**src/rtl/lct_pkg.sv**
```systemverilog
package lct_pkg;

    localparam int DIV_IN_W   = 4;
    localparam int DIV_CODE_W = 3;
    localparam int VEC_W      = 8;
    localparam int PERIOD_BIT = 17;
    localparam int MASK_BIT   = 16;

    typedef struct packed {
        logic             periodic;
        logic             masked;
        logic [VEC_W-1:0] vector;
    } ctl_t;

    // Scattered divide field: code is {w[3], w[1], w[0]}, shift is code+1 wrapped.
    function automatic logic [DIV_CODE_W-1:0] div_shift(input logic [DIV_IN_W-1:0] w);
        logic [DIV_CODE_W-1:0] code;
        code = {w[3], w[1], w[0]};
        return code + DIV_CODE_W'(1);
    endfunction

endpackage

```
**src/rtl/lct_prescaler.sv**
```systemverilog
module lct_prescaler
    import lct_pkg::*;
(
    input  logic                clk,
    input  logic                rst_n,
    input  logic                div_wr,
    input  logic [DIV_IN_W-1:0] div_wdata,
    input  logic                restart,
    output logic                tick
);

    localparam int PRE_W = (1 << DIV_CODE_W) - 1;

    typedef struct packed {
        logic [DIV_CODE_W-1:0] cfg;
        logic [DIV_CODE_W-1:0] act;
        logic [PRE_W-1:0]      pre;
    } pre_state_t;

    pre_state_t            st_d, st_q;
    logic [DIV_CODE_W-1:0] cfg_next;
    logic [PRE_W:0]        span;
    logic [PRE_W:0]        lim;
    logic                  div_unused_bit;

    assign div_unused_bit = div_wdata[2];

    always_comb begin
        st_d     = st_q;
        cfg_next = div_wr ? div_shift(div_wdata) : st_q.cfg;
        st_d.cfg = cfg_next;
        span     = (PRE_W+1)'(1) << st_q.act;
        lim      = span - (PRE_W+1)'(1);
        tick     = ({1'b0, st_q.pre} == lim);
        if (restart) begin
            st_d.pre = '0;
            st_d.act = cfg_next;
        end else if (tick) begin
            st_d.pre = '0;
            st_d.act = st_q.cfg;
        end else begin
            st_d.pre = st_q.pre + PRE_W'(1);
        end
    end

    always_ff @(posedge clk or negedge rst_n) begin
        if (!rst_n) begin
            st_q.cfg <= DIV_CODE_W'(1);
            st_q.act <= DIV_CODE_W'(1);
            st_q.pre <= '0;
        end else begin
            st_q <= st_d;
        end
    end

endmodule

```
**src/rtl/lct_counter.sv**
```systemverilog
module lct_counter #(
    parameter int CNT_W = 32
) (
    input  logic             clk,
    input  logic             rst_n,
    input  logic             load,
    input  logic [CNT_W-1:0] load_val,
    input  logic             tick,
    input  logic             periodic,
    output logic [CNT_W-1:0] count,
    output logic [CNT_W-1:0] reload_val,
    output logic             expire
);

    typedef struct packed {
        logic [CNT_W-1:0] cur;
        logic [CNT_W-1:0] init;
        logic             armed;
    } cnt_state_t;

    cnt_state_t st_d, st_q;

    always_comb begin
        st_d   = st_q;
        expire = 1'b0;
        if (load) begin
            st_d.cur   = load_val;
            st_d.init  = load_val;
            st_d.armed = (load_val != '0);
        end else if (tick) begin
            if (st_q.cur != '0) begin
                st_d.cur = st_q.cur - CNT_W'(1);
            end else if (periodic) begin
                expire     = 1'b1;
                st_d.cur   = st_q.init;
                st_d.armed = (st_q.init != '0);
            end else if (st_q.armed) begin
                expire     = 1'b1;
                st_d.armed = 1'b0;
            end
        end
    end

    always_ff @(posedge clk or negedge rst_n) begin
        if (!rst_n) begin
            st_q <= '0;
        end else begin
            st_q <= st_d;
        end
    end

    assign count      = st_q.cur;
    assign reload_val = st_q.init;

endmodule

```
**src/rtl/local_countdown_timer.sv**
```systemverilog
module local_countdown_timer
    import lct_pkg::*;
#(
    parameter int CNT_W = 32,
    parameter int CTL_W = 32
) (
    input  logic                clk,
    input  logic                rst_n,
    input  logic                cnt_wr,
    input  logic [CNT_W-1:0]    cnt_wdata,
    input  logic                div_wr,
    input  logic [DIV_IN_W-1:0] div_wdata,
    input  logic                ctl_wr,
    input  logic [CTL_W-1:0]    ctl_wdata,
    output logic                irq_valid,
    output logic [VEC_W-1:0]    irq_vector,
    output logic [CNT_W-1:0]    cur_count
);

    typedef struct packed {
        ctl_t             ctl;
        logic             irq;
        logic [VEC_W-1:0] vec;
    } top_state_t;

    top_state_t       st_d, st_q;
    logic             tick;
    logic             expire;
    logic [CNT_W-1:0] init_val;
    logic             ctl_mask;
    logic             ctl_periodic;
    logic [VEC_W-1:0] ctl_vector;
    logic             ctl_unused_bits;

    assign ctl_unused_bits = ^{ctl_wdata[CTL_W-1:PERIOD_BIT+1],
                               ctl_wdata[MASK_BIT-1:VEC_W]};

    lct_prescaler u_pre (
        .clk       (clk),
        .rst_n     (rst_n),
        .div_wr    (div_wr),
        .div_wdata (div_wdata),
        .restart   (cnt_wr),
        .tick      (tick)
    );

    lct_counter #(.CNT_W(CNT_W)) u_cnt (
        .clk        (clk),
        .rst_n      (rst_n),
        .load       (cnt_wr),
        .load_val   (cnt_wdata),
        .tick       (tick),
        .periodic   (st_q.ctl.periodic),
        .count      (cur_count),
        .reload_val (init_val),
        .expire     (expire)
    );

    always_comb begin
        st_d = st_q;
        if (ctl_wr) begin
            st_d.ctl.periodic = ctl_wdata[PERIOD_BIT];
            st_d.ctl.masked   = ctl_wdata[MASK_BIT];
            st_d.ctl.vector   = ctl_wdata[VEC_W-1:0];
        end
        st_d.irq = expire && !st_q.ctl.masked;
        st_d.vec = st_q.ctl.vector;
    end

    always_ff @(posedge clk or negedge rst_n) begin
        if (!rst_n) begin
            st_q.ctl.periodic <= 1'b0;
            st_q.ctl.masked   <= 1'b1;
            st_q.ctl.vector   <= '0;
            st_q.irq          <= 1'b0;
            st_q.vec          <= '0;
        end else begin
            st_q <= st_d;
        end
    end

    assign ctl_mask     = st_q.ctl.masked;
    assign ctl_periodic = st_q.ctl.periodic;
    assign ctl_vector   = st_q.ctl.vector;
    assign irq_valid    = st_q.irq;
    assign irq_vector   = st_q.vec;

endmodule

```
**config.mk**
```make
export PLATFORM = sky130hd
export DESIGN_NAME = local_countdown_timer
export DESIGN_NICKNAME = d
export VERILOG_FILES = /design/src/rtl/lct_pkg.sv /design/src/rtl/lct_prescaler.sv /design/src/rtl/lct_counter.sv /design/src/rtl/local_countdown_timer.sv
export SDC_FILE = /design/constraint.sdc
export NUM_CORES = 1
export LEC_CHECK = 0
export BUFFER_PORTS_ARGS = -buffer_cell sky130_fd_sc_hd__buf_2
export CAP_MARGIN = 20
export CORE_MARGIN = 2
export CORE_UTILIZATION = 35
export CTS_CLUSTER_SIZE = 12
export DETAILED_ROUTE_END_ITERATION = 16
export GPL_TIMING_DRIVEN = 0
export SYNTH_ARGS = -nofsm -noshare
export SYNTH_HDL_FRONTEND = slang
export SYNTH_SLANG_ARGS = --single-unit
```
**constraint.sdc**
```tcl
create_clock -name clk -period 3.4 [get_ports clk]
set_input_delay 0.17 -clock clk [delete_from_list [all_inputs] [get_ports clk]]
set_output_delay 0.17 -clock clk [all_outputs]
set_load 0.005 [all_outputs]
```
==> metrics <==
status complete, no violations; Clock Sinks slightly below 100; area share of the largest cell type after synthesis 0.4262; Syn Std Cell Area 5519 sq um; n_diodes 0; Syn Inst Count ~590; Clk pin slew, worst setup/hold paths 0.08 ns; top post-synthesis cells by area dfrtp_1 (43%), mux2_2 (5.1%), buf_4 (4.5%); drt drc 0; most frequent cells in the layout buf_2 (94), dfrtp_1 (94), nor2_1 (51), nand2_1 (51), buf_4 (34); TritonCTS clock tree built; DRT Wirelength 19,690 um; I/O pin count approximately 110; Post-Syn Nets ~670; final hold vios 0; clk buf depth 2; initial antenna violation count 0; CP max FO 10; clock latency on the worst-skew pair 0.37 ns; Via Count roughly 5,200; post-DP HPWL around 15,000 um; Post-Synthesis Mean Instance Area 9.323 sq um; CTS Buf Count 9; Critical Path Max Stage Delay between 0.6 and 0.7 ns; initial core utilization 0.3604; Final WS setup roughly 0.16 ns; Critical Path Start Type register; Pleak 0.002827 uW; Tot Pwr between 2000 and 3000 uW; Max Cap Viol 0; Die W roughly 130 um; YS warnings 0; total grt overflow 0; Synth area leader dfrtp_1; #FFs+latches synth 97; WHS roughly 0.015 ns; Worst R2R End u_cnt.count[10]; hold depth 3; FF-to-FF Start u_cnt.count[16]; Most used DFF post-synth dfrtp_1; Max Freq 308.4 MHz; r2r worst-path depth 8; Fin Setup TNS 0 ns; CP dominant cell by count clkbuf_1; layout cell share with drive strength beyond 1 0.2753; pins over their slew limit 0; CP max-delay cell nor4_1; GP Congestion just under 1; unique cell type count in the Yosys netlist between 70 and 80; register area share after synthesis 0.4405; data arrival time of the worst path about 3.5 ns; violation count after the first detailed-route iteration roughly 570; PortBufs 90; Antenna Violating Nets Remaining 0; critical path, cell by cell nor4_1 > and4_1 > clkbuf_1 > nand2_1 > clkbuf_1 > a21boi_0 > a31oi_1 > o32ai_1; Setup crit end kind register; Avg WL per Cell roughly 22 um; clock skew a little over 0.01 ns; Peak VDD IR around 0.00024 V; RSZ-0062 raised after global routing no; Syn-to-layout area delta 19.47%; pin count of the biggest net entering global routing 52; first-pass GRT wire length 30,360 um; reg-to-reg slack, setup 0.16 ns; period utilization 0.9536; drt pass-1 iters 5; via/cell ratio around 5.8; Final setup viols 0; Critical Path RT ~3.7 ns; Nets roughly 770; pre-CTS setup slack between 0.1 and 0.15 ns; CP Class reg -> reg; Root Driver clkbuf_16; Total GRT Usage 0.2427; Final min period between 3 and 4 ns; relative slew slack 0.3619; WHS Endpoint ctl_periodic; Slew @ Worst Pin about 0.95 ns; DIE AREA 16,790 sq um; Cell Rows between 40 and 50; number of enable flip-flop cells after synthesis 0; maximum level of the CTS H-tree 3; Async SR Flop Fraction 1.000; vias in the first global route roughly 5,200; Post-CTS Setup Bufs 0; area of the core approximately 15,000 sq um; Cell Pwr Density 446.0 nW/um^2; die height ~130 um; HP Start ctl_wdata[17]; Hold Crit Class in -> reg
Yosys cell counts (3+ instances only):
cell and n:
xor2_1 3, a32o_1 5, o21ai_0 32, dfstp_2 3, and3_1 5, a31oi_1 13, nand2_1 51, mux2_2 25
dfrtp_1 94, buf_2 5, nor3b_1 3, a2bb2oi_2 3, mux2i_1 3, nand3_1 13, buf_4 33, inv_1 27
o21bai_1 3, nor2_1 51, nor4_1 28, o31a_1 3, or4_4 3, o211ai_1 16, nand4_1 8, clkbuf_1 21
a21oi_1 33, xnor2_1 5, ha_1 4, o32ai_1 3, and2_1 3, nor3_1 19, a221o_1 3, o31ai_1 3
or4_1 4, o21ai_1 7, or3_1 3
report_power, final:
part	leakage, uW	switching (uW)	internal, uW
registers	0.00117	121	1270
clock network	0.000136	513	512
logic	0.00153	282	245
worst max-delay path: cells and delay by family, from the launching register on:
kind | cells | cell delay [ns]
buf+inv | 2 | 0.84
compound gates | 3 | 0.53
flops | 1 | 0.47
simple gates | 3 | 1.30
final cells by class:
class / count / area (sq um)
Fill cell: 1566 / 8721
Clock buffer: 9 / 225.2
Timing Repair Buffer: 93 / 500.5
Clock inverter: 7 / 63.81
Multi-Input combinational cell: 403 / 2606
Sequential cell: 97 / 2431
Buffer: 65 / 401.6
Inverter: 27 / 101.3
Tap cell: 211 / 264.0
registers in the layout, summed over array words and instances (netlist names):
signal / cells
irq_valid: 1
ctl_vector: 8
ctl_periodic: 1
u_cnt.count: 32
u_cnt.reload_val: 32
irq_vector: 8
ctl_mask: 1
u_pre.st_q: 13
u_cnt.st_q: 1
metal layers:
| layer | vias up | part of all wire | global-route usage | wire length, um |
|---|---|---|---|---|
| met5 | - | 0 | 0 | 0 |
| met4 | 0 | 0.026 | 0.09424 | 521 |
| met2 | 287 | 0.46 | 0.3810 | 9152 |
| met1 | 2571 | 0.42 | 0.3301 | 8299 |
| li1 | 2357 | - | - | - |
| met3 | 34 | 0.087 | 0.04996 | 1713 |
worst max-delay path by stage:
stage	start	end	slack, ns	cells after the start
6_report	u_cnt.count[16]	u_cnt.count[10]	0.16	8
2_1_floorplan	u_cnt.count[27]	u_cnt.count[29]	0.96	9
4_1_cts	u_cnt.count[9]	u_cnt.count[10]	0.11	8
3_3_place_gp	u_cnt.count[9]	u_cnt.count[10]	0.06	8
3_5_place_dp	u_cnt.count[9]	u_cnt.count[10]	0.12	8
5_1_grt	u_cnt.count[16]	u_cnt.count[9]	0.02	8
cells by family (layout without fill, tap and decap cells):
| group | count (synthesis) | after routing | synth area share |
|---|---|---|---|
| AOI/OAI and AO/OA | 151 | 151 | 0.1839 |
| xor gates and xnor gates | 8 | 8 | 0.01270 |
| adders and majority gates | 4 | 4 | 0.009069 |
| buffers and inverters | 92 | 201 | 0.09114 |
| DFF | 97 | 97 | 0.4405 |
| muxes | 30 | 30 | 0.06053 |
| and+or+nand+nor | 210 | 210 | 0.2022 |
metrics by stage:
stage | instances | cell area (sq um) | util
after floorplan | 592 | 5519 | -
after global placement | 893 | 6233 | 0.4070
after detailed placement | 894 | 6264 | 0.4090
after CTS | 912 | 6573 | 0.4292
after global routing | 912 | 6594 | 0.4306
final | 912 | 6594 | 0.4306
repair_timing:
| action | 4_1_cts | 5_1_grt |
|---|---|---|
| resized for setup | 0 | 3 |
| hold buffers | 2 | 0 |
| endpoints found under the hold margin | 45 | 0 |
| setup endpoints to repair | 0 | 11 |
(Power assumes the default switching activity.)
